$ cat src/rtl/burst_flash_reader.sv
module burst_flash_reader #(
  parameter int AW  = 12,
  parameter int DW  = 16,
  parameter int BND = 7,
  parameter int LW  = 6
) (
  input  logic          clk,
  input  logic          rst_n,
  input  logic          cfg_we,
  input  logic [15:0]   cfg_wdata,
  output logic [15:0]   cfg_rdata,
  input  logic          ce_n,
  input  logic          adv_n,
  input  logic [AW-1:0] addr,
  output logic [DW-1:0] rdata,
  output logic          rdy,
  output logic          cfg_err
);
  localparam logic [15:0] CFG_RST = 16'hEFC8;
  localparam logic [1:0]  S_IDLE = 2'd0, S_LAT = 2'd1, S_RUN = 2'd2;

  logic [15:0]   cfg_q;
  logic [1:0]    st;
  logic [2:0]    lat_cnt;
  logic [AW-1:0] ptr;
  logic [DW-1:0] data_q;
  logic          vld_q, stall_q, err_q;
  logic [LW-1:0] done_q;

  function automatic logic lat_legal(input logic [2:0] c);
    return (c == 3'd3) || (c == 3'd4) || (c == 3'd5);
  endfunction

  function automatic logic len_legal(input logic [2:0] c);
    return (c == 3'd0) || (c == 3'd2) || (c == 3'd3) || (c == 3'd4);
  endfunction

  function automatic logic [DW-1:0] word_at(input logic [AW-1:0] a);
    logic [31:0] t;
    t = 32'(a) * 32'd40503 + 32'd4660;
    return DW'(t);
  endfunction

  logic          async_md, bc_en, pol_hi, early_md, fixed, wrap_md;
  logic [2:0]    lat_code, first_edge;
  logic [LW-1:0] blen;
  logic [AW-1:0] wmask, inc, nxt;
  logic          last, hold, latch, load_next, act;

  assign async_md   = cfg_q[15];
  assign bc_en      = cfg_q[14];
  assign lat_code   = cfg_q[13:11];
  assign pol_hi     = cfg_q[10];
  assign first_edge = lat_legal(lat_code) ? lat_code + 3'd2 : 3'd7;
  assign early_md   = !cfg_q[8] && (lat_code != 3'd0);

  always_comb begin
    case (cfg_q[2:0])
      3'd2:    blen = LW'(8);
      3'd3:    blen = LW'(16);
      3'd4:    blen = LW'(32);
      default: blen = '0;
    endcase
  end

  assign fixed   = blen != '0;
  assign wrap_md = cfg_q[3] && fixed;
  assign wmask   = AW'(blen) - AW'(1);
  assign inc     = ptr + AW'(1);
  assign nxt     = wrap_md ? ((ptr & ~wmask) | (inc & wmask)) : inc;
  assign last    = fixed && (done_q == blen);
  assign hold    = !wrap_md && bc_en && (nxt[BND-1:0] == '0) && !stall_q && !last;
  assign latch   = !ce_n && !adv_n && !async_md;

  assign load_next = (st == S_LAT && lat_cnt == 3'd1) ||
                     (st == S_RUN && !last && !hold);
  assign act = ce_n ? 1'b0 : (async_md ? 1'b1 : (early_md ? load_next : vld_q));

  assign rdy       = pol_hi ? act : !act;
  assign rdata     = async_md ? word_at(addr) : data_q;
  assign cfg_rdata = cfg_q;
  assign cfg_err   = err_q;

  always_ff @(posedge clk or negedge rst_n) begin
    if (!rst_n) begin
      cfg_q   <= CFG_RST;
      err_q   <= 1'b0;
      st      <= S_IDLE;
      lat_cnt <= '0;
      ptr     <= '0;
      data_q  <= '0;
      vld_q   <= 1'b0;
      stall_q <= 1'b0;
      done_q  <= '0;
    end else begin
      if (cfg_we) begin
        cfg_q <= cfg_wdata;
        if (!lat_legal(cfg_wdata[13:11]) || !len_legal(cfg_wdata[2:0]))
          err_q <= 1'b1;
      end
      if (ce_n) begin
        st      <= S_IDLE;
        vld_q   <= 1'b0;
        stall_q <= 1'b0;
      end else if (latch) begin
        st      <= S_LAT;
        ptr     <= addr;
        lat_cnt <= first_edge;
        vld_q   <= 1'b0;
        stall_q <= 1'b0;
        done_q  <= '0;
      end else begin
        case (st)
          S_LAT: begin
            if (lat_cnt == 3'd1) begin
              data_q <= word_at(ptr);
              vld_q  <= 1'b1;
              done_q <= LW'(1);
              st     <= S_RUN;
            end else begin
              lat_cnt <= lat_cnt - 3'd1;
            end
          end
          S_RUN: begin
            if (last) begin
              st    <= S_IDLE;
              vld_q <= 1'b0;
            end else if (hold) begin
              stall_q <= 1'b1;
              vld_q   <= 1'b0;
            end else begin
              ptr     <= nxt;
              data_q  <= word_at(nxt);
              vld_q   <= 1'b1;
              stall_q <= 1'b0;
              if (fixed) done_q <= done_q + LW'(1);
            end
          end
          default: ;
        endcase
      end
    end
  end
endmodule


$ cat config.mk
export PLATFORM = sky130hd
export DESIGN_NAME = burst_flash_reader
export DESIGN_NICKNAME = d
export VERILOG_FILES = /design/src/rtl/burst_flash_reader.sv
export SDC_FILE = /design/constraint.sdc
export NUM_CORES = 1
export LEC_CHECK = 0
export CAP_MARGIN = 40
export CELL_PAD_IN_SITES_DETAIL_PLACEMENT = 2
export CELL_PAD_IN_SITES_GLOBAL_PLACEMENT = 2
export CORE_MARGIN = 2
export CORE_UTILIZATION = 40
export DETAILED_ROUTE_END_ITERATION = 12
export PLACE_DENSITY_LB_ADDON = 0.2
export SLEW_MARGIN = 15
export SYNTH_ARGS = -nofsm -noshare
export SYNTH_HDL_FRONTEND = slang
export SYNTH_SLANG_ARGS = --single-unit
export TNS_END_PERCENT = 50
$ cat constraint.sdc
create_clock -name clk -period 11.1 [get_ports clk]
set_clock_uncertainty 0.2 [all_clocks]
set_input_delay 3.33 -clock clk [delete_from_list [all_inputs] [get_ports clk]]
set_output_delay 3.33 -clock clk [all_outputs]
set_load 0.03 [all_outputs]
Word-level counts from Yosys, hierarchy flattened
Cells that the tools add are included.

Add/sub/neg operators: 8. Mux-type cells: 41. Reduce and logical (&&, ||, !) cells: 50. Equality and inequality tests: 29. Bitwise gates (word level): 6. $mul: 3.

Operators with widths (count): $mux W16 (4); $mux W12 (5); $add A16 B13 Y16 const B (3); $mul A12 B16 Y16 const B (3); $pmux W16 S2 (1); $mux W6 (5); $and A12 B12 Y12 (2); $eq A3 B2 Y1 const B (6); $eq A3 B3 Y1 const B (6); $pmux W6 S3 (1); $mux W1 (14); $add A12 B1 Y12 const B (1); $logic_and A1 B1 Y1 (12); $mux W3 (4); $not A12 Y12 (1); $or A12 B12 Y12 (1); $pmux W6 S2 (1); $reduce_and A6 Y1 (2); $logic_not A1 Y1 (11); $logic_or A1 B1 Y1 (9); $ne A3 B3 Y1 const B (3); $reduce_bool A3 Y1 (3); $mux W2 (4); $logic_not A7 Y1 (1); 23 further kinds (34).

Input bits: 33. Output and inout bits: 34. Word-level logic and storage cells: 146. Flip-flop bits (word level): 58.

Depth between registers and ports, before layout
Gate-level depths: netlist (run 1).

Depth in word-level cells: 19. Gate-level depth with buffers: 26. Mapped depth without buffers: 26.

Worst setup path before layout (run 1)
Ideal clock, no wire load.

Kind: in2out. Start point: input addr[9]. End point: output rdata[14]. Arrival: 7.729 ns. Stages: 12. Buffers on the path: 0. Data required time: 7.570 ns. Path slack: -0.159 ns. Path through: fa_1 -> inv_1 -> fa_1 -> fa_1 -> inv_1 -> fa_1 -> fa_1 -> ha_1 -> or3_1 -> o211a_1 -> o21a_1 -> o31ai_1.

Longest elaborated chain between the ends: 3.

Ends and longest elaborated chain: start, declared (RTL line 14) `input logic [AW-1:0] addr,`; $mul A12 B16 Y16 (RTL line 40) `t = 32'(a) * 32'd40503 + 32'd4660;`; $add A16 B13 Y16 (RTL line 40); $mux W16 (RTL line 80) `assign rdata = async_md ? word_at(addr) : data_q;`; end, declared (RTL line 15) `output logic [DW-1:0] rdata,`.

Every way passes these cells.

Final worst setup path (run 1)
Start point: input addr[1]. End point: output rdata[15].

The elaborated chain is that of the path after synthesis.

==> metrics.md, run 1 <==
| Metric | Value |
|---|---|
| Setup crit end kind | output port |
| Sequential cell area fraction in the yosys report | 14.4% |
| Hold Violations, Final | 0 |
| Placed instance count | 1,494 |
| Setup repair after global routing missed its margin | yes |
| Relative slew slack | 43.8% |
| Failing checks | setup timing |
| Largest net degree at the start of global routing | 59 |
| Routed wire length | 37.8 mm |
| Diode insertion count for antenna repair | 0 |
| Post-synth net total | 1,392 |
| Fraction of post-synthesis cell area in the top cell type by area | 24.8% |
| Worst setup margin | -265 ps |
| Most common cell on crit path | sky130_fd_sc_hd__inv_2 |
| Final weighted congestion in routability-driven placement | 0.881 |
| Run status | finished with violations |
| Share of async-settable or async-resettable flops after synthesis | 100% |
| Setup violation total in the final timing report | 4 |
| Ratio of final minimum period to clock period | 102% |
| Area Overhead vs Synth | 21.2% |
| Port Buf Inserts | 66 |
| Synthesized flop and latch total | 58 |
| Setup TNS Final | -644 ps |
| CTS clk-pin slew, worst paths | 60 ps |
| Area of the placeable core | 25,100 sq um |
| Boundary pin count | 67 |
| Worst-case register-to-register setup slack | 3070 ps |
| Number of cells in the finished layout apart from fillers | 1,519 |
| Detailed-route wire length per cell | 24.9 um |
| Critical Path Source | addr[1] |
| First-pass GRT wire length | 56.4 mm |
| Number of flops mapped to enable cells by yosys | 0 |
| Type of the tightest min-delay check | flip-flop to flip-flop |
| Total via count after detailed routing | 8,106 |
| Mean Syn Cell Area | 9.65 sq um |
| Clock Tree Root | sky130_fd_sc_hd__clkbuf_16 |
| Top routing layer used | met4 |
| Met3 routed WL | 881 um |
| Post-route minimum period | 11,360 ps |
| Crit path launch type | primary input |
| Half-perimeter wire length of the detailed placement result | 28.1 mm |
| Max Clock Freq | 88.0 MHz |
| # H-tree levels | 3 |
| Final-layout fill cell count | 2,622 |
| Effective utilization at floorplan | 40.5% |
| CTS Buffer Depth | 2 |
| Count of yosys warnings during synthesis | 0 |
| Number of hold-repair buffers added at the cts stage | 0 |
| Global-route congestion overflow total | 0 |
| M1 WL | 16.1 mm |
| Worst reg2reg startpoint | ptr[2] |
| Number of antenna violations at the first check in global routing | 0 |
| CTS tree | yes |
| Remaining DRCs | 0 |
| Vertical die dimension | 164 um |
| Number of detailed-route iterations in the first pass | 4 |
| Number of clock buffers inserted by TritonCTS | 9 |
| Clock latency at the later pin of the worst-skew pair | 350 ps |
| Worst EP arrival | 7830 ps |
| Most frequent cells after synthesis | sky130_fd_sc_hd__inv_1 (230), sky130_fd_sc_hd__ha_1 (179), sky130_fd_sc_hd__fa_1 (126), sky130_fd_sc_hd__xnor2_1 (67), sky130_fd_sc_hd__dfrtp_1 (48) |
| Slew at the pin closest to its max-slew limit | 836 ps |
| Delay of the slowest critical-path stage | 600 ps |
| Ratio of cells with drive above 1 in the final layout | 19.1% |
| Slew Viols, Final | 0 |
| Global router's overall resource usage | 28.2% |
| CP max-delay cell | sky130_fd_sc_hd__fa_1 |
| Yosys top cell by area | sky130_fd_sc_hd__fa_1 |
| Standard-cell rows | 58 |
| Cells after Synth | 1,054 |
| Most used DFF post-synth | sky130_fd_sc_hd__dfrtp_1 |
| Critical path start-end classification | primary input to output port |
| Detailed-route vias per instance | 5.34 |
| Required time of the critical path | 7570 ps |
| Maxcap violations | 0 |
| Initial detailed-routing violation count | 389 |
| Number of distinct library cell variants in the gate-level netlist after synthesis | 64 |
| Die Outline Area | 26,700 sq um |
| Final #Nets | 1,522 |
| Kind of cell adding the most delay to the critical path | adder cells |
| Top-count cell post-synth | sky130_fd_sc_hd__inv_1 |
| Area of the mapped netlist | 10,200 sq um |
| Via count of the first global-routing pass | 9,427 |
| Number of sinks handled by clock tree synthesis | 58 |
| Remaining number of nets flagged by the antenna check after routing | 0 |
| Hold path start | cfg_err |
| DR WL met2 | 19.6 mm |
| Die Wd | 164 um |
| Crit path max fanout | 5 |
| Combined buffer and inverter count along the critical path | 7 |
| Cell breakdown of the critical path | buf_6 -> ha_4 -> inv_2 -> fa_2 -> inv_1 -> ha_4 -> inv_2 -> fa_1 -> inv_2 -> fa_1 -> ha_1 -> buf_4 -> a21o_1 -> nand2_2 -> a21oi_4 -> o41a_1 -> a31oi_1 -> xnor2_1 -> a21oi_1 -> buf_4 |
| Cells taking the most area after synthesis | sky130_fd_sc_hd__fa_1 (25%), sky130_fd_sc_hd__ha_1 (22%), sky130_fd_sc_hd__dfrtp_1 (12%), sky130_fd_sc_hd__inv_1 (8.5%), sky130_fd_sc_hd__xnor2_1 (5.8%) |
[logic make-up after synthesis]
logic type	after synthesis	synth area share [%]
AO/OA/AOI/OAI	157	10.1
XOR/XNOR	89	7.66
adder cells (fa/ha/maj)	305	46.8
buffers and inverters	249	9.43
flip-flops	58	14.4
multiplexers	36	3.91
AND/OR/NAND/NOR	160	7.73
[per-stage QoR]
stage	hold slack, ps	util, %	setup WS (ps)	area [sq um]
6_report	276	49.1	-265	12300
5_1_grt	295	49.1	-360	12300
4_1_cts	296	48.1	1.24	12100
3_5_place_dp	282	46.2	-1080	11600
3_3_place_gp	249	46.2	-582	11600
2_1_floorplan	266	-	-26.7	10200
[layer usage]
layer,up-vias,global-route usage [%]
li1,3660,-
met1,4231,34.9
met2,140,52.0
met3,75,2.87
met4,0,7.54
met5,-,0
[final cells by class]
| cell class | instances | area (sq um) | area share [%] |
|---|---|---|---|
| Clock buffer | 10 | 239 | 1.94 |
| Clock inverter | 6 | 42.5 | 0.345 |
| Inverter | 230 | 863 | 7.00 |
| Multi-Input combinational cell | 747 | 8120 | 65.9 |
| Sequential cell | 58 | 1460 | 11.9 |
| Tap cell | 330 | 413 | 3.35 |
| Timing Repair Buffer | 138 | 1180 | 9.61 |
[final timing paths]
path,end,cells past startpoint
worst max-delay path,rdata[15],20
worst min-delay path,cfg_err,1
worst max register to register,data_q[14],21
worst min register to register,cfg_err,1
max in group asynchronous,cfg_rdata[6],3
min in group asynchronous,data_q[14],2
[state kept, by name (all words and copies together) (netlist names)]
signal,flops
stall_q,1
cfg_rdata,16
st,2
vld_q,1
lat_cnt,3
data_q,16
done_q,6
ptr,12
cfg_err,1
[what timing repair did]
| action | 4_1_cts | 5_1_grt |
|---|---|---|
| buffers inserted | 4 | 5 |
| pin swaps | 27 | 42 |
| resized for setup | 77 | 59 |
| endpoints found under the setup margin | 10 | 6 |
[worst reg2reg max path: cells and delay by family (launching register included)]
family	cells	cell delay (ps)
adder cells (fa/ha/maj)	7	3270
AO/OA/AOI/OAI	3	1230
AND/OR/NAND/NOR	4	970
flip-flops	1	740
XOR/XNOR	2	720
multiplexers	1	400
buffers and inverters	4	360
[placed cells by master (no fill, tap or decap), types with 18 or more instances in the layout]
master                              n
sky130_fd_sc_hd__inv_1            212
sky130_fd_sc_hd__xnor2_1           63
sky130_fd_sc_hd__ha_1             157
sky130_fd_sc_hd__inv_2             18
sky130_fd_sc_hd__nor2_1            44
sky130_fd_sc_hd__o21ai_0           34
sky130_fd_sc_hd__buf_4             79
sky130_fd_sc_hd__a21oi_1           40
sky130_fd_sc_hd__mux2_2            26
sky130_fd_sc_hd__xor2_1            22
sky130_fd_sc_hd__fa_1             119
sky130_fd_sc_hd__dfrtp_1           48
sky130_fd_sc_hd__clkdlybuf4s50_1   44
sky130_fd_sc_hd__nand2_1           36
Power of run 1 is left out: the tool's default activity adds up to more than one toggle a clock period on the data nets, which glitch-free logic cannot reach.
==> run 2, diff against run 1 <==
- CTS_BUF_LIST: default -> sky130_fd_sc_hd__clkbuf_8
- PLACE_DENSITY_LB_ADDON: 0.2 -> 0.15
- REMOVE_ABC_BUFFERS: default -> 1
==> metrics.md, run 2 (synthesis gave the netlist of run 1 again) <==
| Metric | Value |
|---|---|
| Die Outline Area | 26,700 sq um |
| CTS clk-pin slew, worst paths | 80 ps |
| Diode insertion count for antenna repair | 0 |
| Initial detailed-routing violation count | 350 |
| Setup TNS Final | 0 ps |
| Port Buf Inserts | 66 |
| Maxcap violations | 0 |
| Half-perimeter wire length of the detailed placement result | 26.3 mm |
| Setup violation total in the final timing report | 0 |
| Final #Nets | 1,525 |
| Kind of cell adding the most delay to the critical path | adder cells |
| Post-route minimum period | 11,080 ps |
| Type of the tightest min-delay check | flip-flop to flip-flop |
| Run status | completed |
| Slew Viols, Final | 0 |
| Number of antenna violations at the first check in global routing | 1 |
| Setup crit end kind | output port |
| Required time of the critical path | 7570 ps |
| Standard-cell rows | 58 |
| CTS tree | yes |
| Crit path max fanout | 5 |
| Number of detailed-route iterations in the first pass | 6 |
| Worst EP arrival | 7550 ps |
| Ratio of final minimum period to clock period | 99.8% |
| Routed wire length | 36.4 mm |
| Post-route design area | 12,200 sq um |
| Vertical die dimension | 164 um |
| Setup repair after global routing missed its margin | yes |
| Number of clock buffers inserted by TritonCTS | 9 |
| Crit path launch type | primary input |
| Cell breakdown of the critical path | dlygate4sd2_1 -> buf_6 -> fa_2 -> fa_1 -> ha_4 -> fa_2 -> fa_1 -> ha_4 -> or3_4 -> o211a_1 -> o21a_1 -> o31ai_2 -> buf_4 |
| CP max-delay cell | sky130_fd_sc_hd__fa_1 |
| Relative slew slack | 44.5% |
| Largest net degree at the start of global routing | 59 |
| Detailed-route vias per instance | 5.28 |
| Clock Tree Root | sky130_fd_sc_hd__clkbuf_8 |
| Instance area after placement | 11,600 sq um |
| Remaining DRCs | 0 |
| CTS Buffer Depth | 2 |
| Total via count after detailed routing | 8,032 |
| Ratio of cells with drive above 1 in the final layout | 18.4% |
| Slew at the pin closest to its max-slew limit | 827 ps |
| Max Clock Freq | 90.3 MHz |
| Global router's overall resource usage | 26.8% |
| Remaining number of nets flagged by the antenna check after routing | 0 |
| Most common cell after layout, fill and taps aside | sky130_fd_sc_hd__inv_1 |
| Number of hold-repair buffers added at the cts stage | 0 |
| First-pass GRT wire length | 53.8 mm |
| Hold Violations, Final | 0 |
| Effective utilization at floorplan | 40.5% |
| Commonest cells after routing, fill and taps aside | sky130_fd_sc_hd__inv_1 (218), sky130_fd_sc_hd__ha_1 (159), sky130_fd_sc_hd__fa_1 (117), sky130_fd_sc_hd__buf_4 (78), sky130_fd_sc_hd__xnor2_1 (63) |
| Delay of the slowest critical-path stage | 640 ps |
| Via count of the first global-routing pass | 9,338 |
| Global-route congestion overflow total | 0 |
| Detailed-route wire length per cell | 23.9 um |
| Area Overhead vs Synth | 20.3% |
| Combined buffer and inverter count along the critical path | 3 |
| Clock latency at the later pin of the worst-skew pair | 380 ps |
| # H-tree levels | 3 |
| Final weighted congestion in routability-driven placement | 0.806 |
| Boundary pin count | 67 |
| Number of sinks handled by clock tree synthesis | 58 |
| Area of the placeable core | 25,100 sq um |
| Die Wd | 164 um |
| Hold_ws | 277 ps |
| Critical path start-end classification | primary input to output port |
run 2: final timing paths:
kind / startpoint / endpoint / slack (ps) / depth (start not counted)
worst max-delay path: addr[0] / rdata[14] / 20 / 13
worst min-delay path: cfg_err / cfg_err / 280 / 1
worst max register to register: cfg_rdata[1] / data_q[14] / 2960 / 23
worst min register to register: cfg_err / cfg_err / 280 / 1
max in group asynchronous: rst_n / cfg_rdata[10] / 7480 / 3
min in group asynchronous: rst_n / data_q[6] / 2650 / 2
run 2: area by class of cell:
type                            count  area (sq um)
Tap cell                          330           413
Multi-Input combinational cell    747          8090
Fill cell                        2663         12900
Timing Repair Buffer              141          1240
Clock buffer                       10           138
Clock inverter                      6          41.3
Inverter                          230           863
Sequential cell                    58          1460
run 2: routing by layer:
metal | part of all wire [%] | GRT usage, % | wire length, um
met2 | 51 | 48.3 | 18700
met5 | 0 | 0 | 0
met3 | 3.0 | 4.09 | 1080
met4 | 3.0 | 7.30 | 1110
met1 | 43 | 33.3 | 15500
run 2: what timing repair did:
item	in CTS	in global routing
endpoints found under the setup margin	9	6
resized for setup	67	69
pin swaps	20	44
buffers inserted	4	6
run 2: worst register-to-register path, cell delays in order (launching register included):
cell                      delay, ps
sky130_fd_sc_hd__dfrtp_1        480
sky130_fd_sc_hd__or3b_1         280
sky130_fd_sc_hd__ha_1           280
sky130_fd_sc_hd__nor3b_1        100
sky130_fd_sc_hd__o21ai_0        230
sky130_fd_sc_hd__nand4_1        190
sky130_fd_sc_hd__nor2_1         490
sky130_fd_sc_hd__nand2_1        150
sky130_fd_sc_hd__xnor2_1        550
sky130_fd_sc_hd__inv_1          220
sky130_fd_sc_hd__fa_1           530
sky130_fd_sc_hd__fa_1           490
sky130_fd_sc_hd__inv_1           50
sky130_fd_sc_hd__fa_1           500
sky130_fd_sc_hd__fa_1           570
sky130_fd_sc_hd__inv_1           70
sky130_fd_sc_hd__fa_1           530
sky130_fd_sc_hd__inv_1           60
sky130_fd_sc_hd__ha_1           220
sky130_fd_sc_hd__o41ai_1        730
sky130_fd_sc_hd__o21ai_0        310
sky130_fd_sc_hd__xor2_1         230
sky130_fd_sc_hd__mux2i_1        440
sky130_fd_sc_hd__a21oi_1        130
run 2: through the flow:
step	worst slack [ps]	util, %	instances
4_1_cts	-15.8	47.6	1516
5_1_grt	-136	48.8	1522
3_5_place_dp	-724	46.3	1496
3_3_place_gp	-552	46.2	1495
2_1_floorplan	-159	-	1035
6_report	24.0	48.8	1522
Power of run 2 is left out for the same reason.
==> run 3, diff against run 2 <==
- SETUP_SLACK_MARGIN: default -> 0.5
==> metrics.md, run 3 (synthesis gave the netlist of run 1 again) <==
| Metric | Value |
|---|---|
| Setup violation total in the final timing report | 5 |
| Type of the tightest min-delay check | flip-flop to flip-flop |
| Number of sinks handled by clock tree synthesis | 58 |
| Global router's overall resource usage | 27.1% |
| Max Clock Freq | 86.3 MHz |
| Vertical die dimension | 164 um |
| Number of antenna violations at the first check in global routing | 0 |
| Slew at the pin closest to its max-slew limit | 826 ps |
| Boundary pin count | 67 |
| Worst EP arrival | 8060 ps |
| CTS tree | yes |
| Clock latency at the later pin of the worst-skew pair | 380 ps |
| Largest net degree at the start of global routing | 59 |
| CTS clk-pin slew, worst paths | 80 ps |
| Via count of the first global-routing pass | 9,365 |
| Routed wire length | 41.4 mm |
| Total via count after detailed routing | 8,268 |
| Delay of the slowest critical-path stage | 880 ps |
| Half-perimeter wire length of the detailed placement result | 26.3 mm |
| CTS Buffer Depth | 2 |
| Final weighted congestion in routability-driven placement | 0.806 |
| Setup crit end kind | output port |
| Die Outline Area | 26,700 sq um |
| Post-route minimum period | 11,590 ps |
| Commonest cells after routing, fill and taps aside | sky130_fd_sc_hd__inv_1 (212), sky130_fd_sc_hd__ha_1 (158), sky130_fd_sc_hd__fa_1 (117), sky130_fd_sc_hd__buf_4 (79), sky130_fd_sc_hd__xnor2_1 (61) |
| Relative slew slack | 44.6% |
| Required time of the critical path | 7570 ps |
| Crit path max fanout | 2 |
| Setup slack after placement | -724 ps |
| Cell breakdown of the critical path | buf_8 -> fa_1 -> inv_2 -> fa_2 -> fa_1 -> inv_1 -> fa_1 -> fa_1 -> ha_4 -> nor3_4 -> nor2_4 -> o41a_1 -> a31oi_1 -> buf_4 -> xnor2_2 -> a21oi_2 -> buf_6 |
| Number of detailed-route iterations in the first pass | 4 |
| Most common cell on crit path | sky130_fd_sc_hd__fa_1 |
| Slew Viols, Final | 0 |
| Maxcap violations | 0 |
| Global-route congestion overflow total | 0 |
| Worst setup margin | -492 ps |
| Initial detailed-routing violation count | 337 |
| Detailed-route vias per instance | 5.41 |
| Remaining DRCs | 0 |
| Ratio of final minimum period to clock period | 104% |
| Number of clock buffers inserted by TritonCTS | 9 |
| Ratio of cells with drive above 1 in the final layout | 20.6% |
| Clock Tree Root | sky130_fd_sc_hd__clkbuf_8 |
| Final #Nets | 1,532 |
| CP max-delay cell | sky130_fd_sc_hd__fa_1 |
| Diode insertion count for antenna repair | 0 |
| First-pass GRT wire length | 54.3 mm |
| Detailed-route wire length per cell | 27.1 um |
| Setup repair after global routing missed its margin | yes |
| Die Wd | 164 um |
| Standard-cell rows | 58 |
| Area of the placeable core | 25,100 sq um |
| Most common cell after layout, fill and taps aside | sky130_fd_sc_hd__inv_1 |
| Crit path launch type | primary input |
| Hold Violations, Final | 0 |
| Critical path start-end classification | primary input to output port |
| Failing checks | setup timing |
| Port Buf Inserts | 66 |
| # H-tree levels | 3 |
| Effective utilization at floorplan | 40.5% |
| Area Overhead vs Synth | 22.0% |
| Remaining number of nets flagged by the antenna check after routing | 0 |
| Run status | finished with violations |
## run 3: cell types whose count changed in the layout (fill, tap and decap cells not counted), sizes merged
cell,previous run,this run
clkbuf,13,12
buf,92,103
dlymetal6s2s,0,1
clkdlybuf4s50,44,42
clkdlybuf4s15,1,0
dlygate4sd2,1,0
## run 3: worst max-delay path: cells and delay by family
family          cells  cell delay [ps]
compound gates      3              570
xor+xnor            1               80
fa+ha+maj           6             3260
buf+inv             5              570
simple gates        2              250
## run 3: worst paths after layout
kind                                 end          from  slack, ps  cells after the start
hold reg to reg                  cfg_err       cfg_err        270                      1
hold / removal                   cfg_err       cfg_err        270                      1
min in group asynchronous      data_q[8]         rst_n       2640                      2
max in group asynchronous  cfg_rdata[13]         rst_n       7490                      3
setup / recovery               rdata[15]       addr[9]       -490                     17
setup reg to reg              data_q[14]  cfg_rdata[1]       2990                     23
## run 3: through the flow
step / setup TNS (ps) / hold WS, ps / utilization [%] / std cells / cell area (sq um)
finish: -1740 / 274 / 49.4 / 1529 / 12400
global route: -2110 / 305 / 49.4 / 1529 / 12400
CTS: 0 / 280 / 48.4 / 1524 / 12100
detailed placement: -3860 / 261 / 46.3 / 1496 / 11600
global placement: -2480 / 238 / 46.2 / 1495 / 11600
floorplan: -186 / 266 / - / 1035 / 10100
## run 3: repair_timing
item / CTS / global route
pin swaps: 50 / 50
hold buffers: 0 / 0
gates resized for setup: 119 / 57
setup endpoints to repair: 12 / 10
cloned: 0 / 0
buffers inserted: 12 / 4
hold endpoints to repair: 0 / 0
## run 3: final cells by class
class / count / area (sq um)
flip-flops and latches: 58 / 1460
clock inverters: 6 / 41.3
fillers: 2652 / 12700
multi-input cells: 747 / 8170
clock buffers: 10 / 138
repair buffers: 148 / 1320
well taps: 330 / 413
inverters: 230 / 863
## run 3: layer usage
layer	vias up	part of all wire [%]	global-route usage (%)
met2	203	50	49.2
met1	4284	40	34.4
met5	-	0	0
met3	110	4.4	2.92
met4	0	5.8	6.94
li1	3671	-	-
Power of run 3 is left out for the same reason.
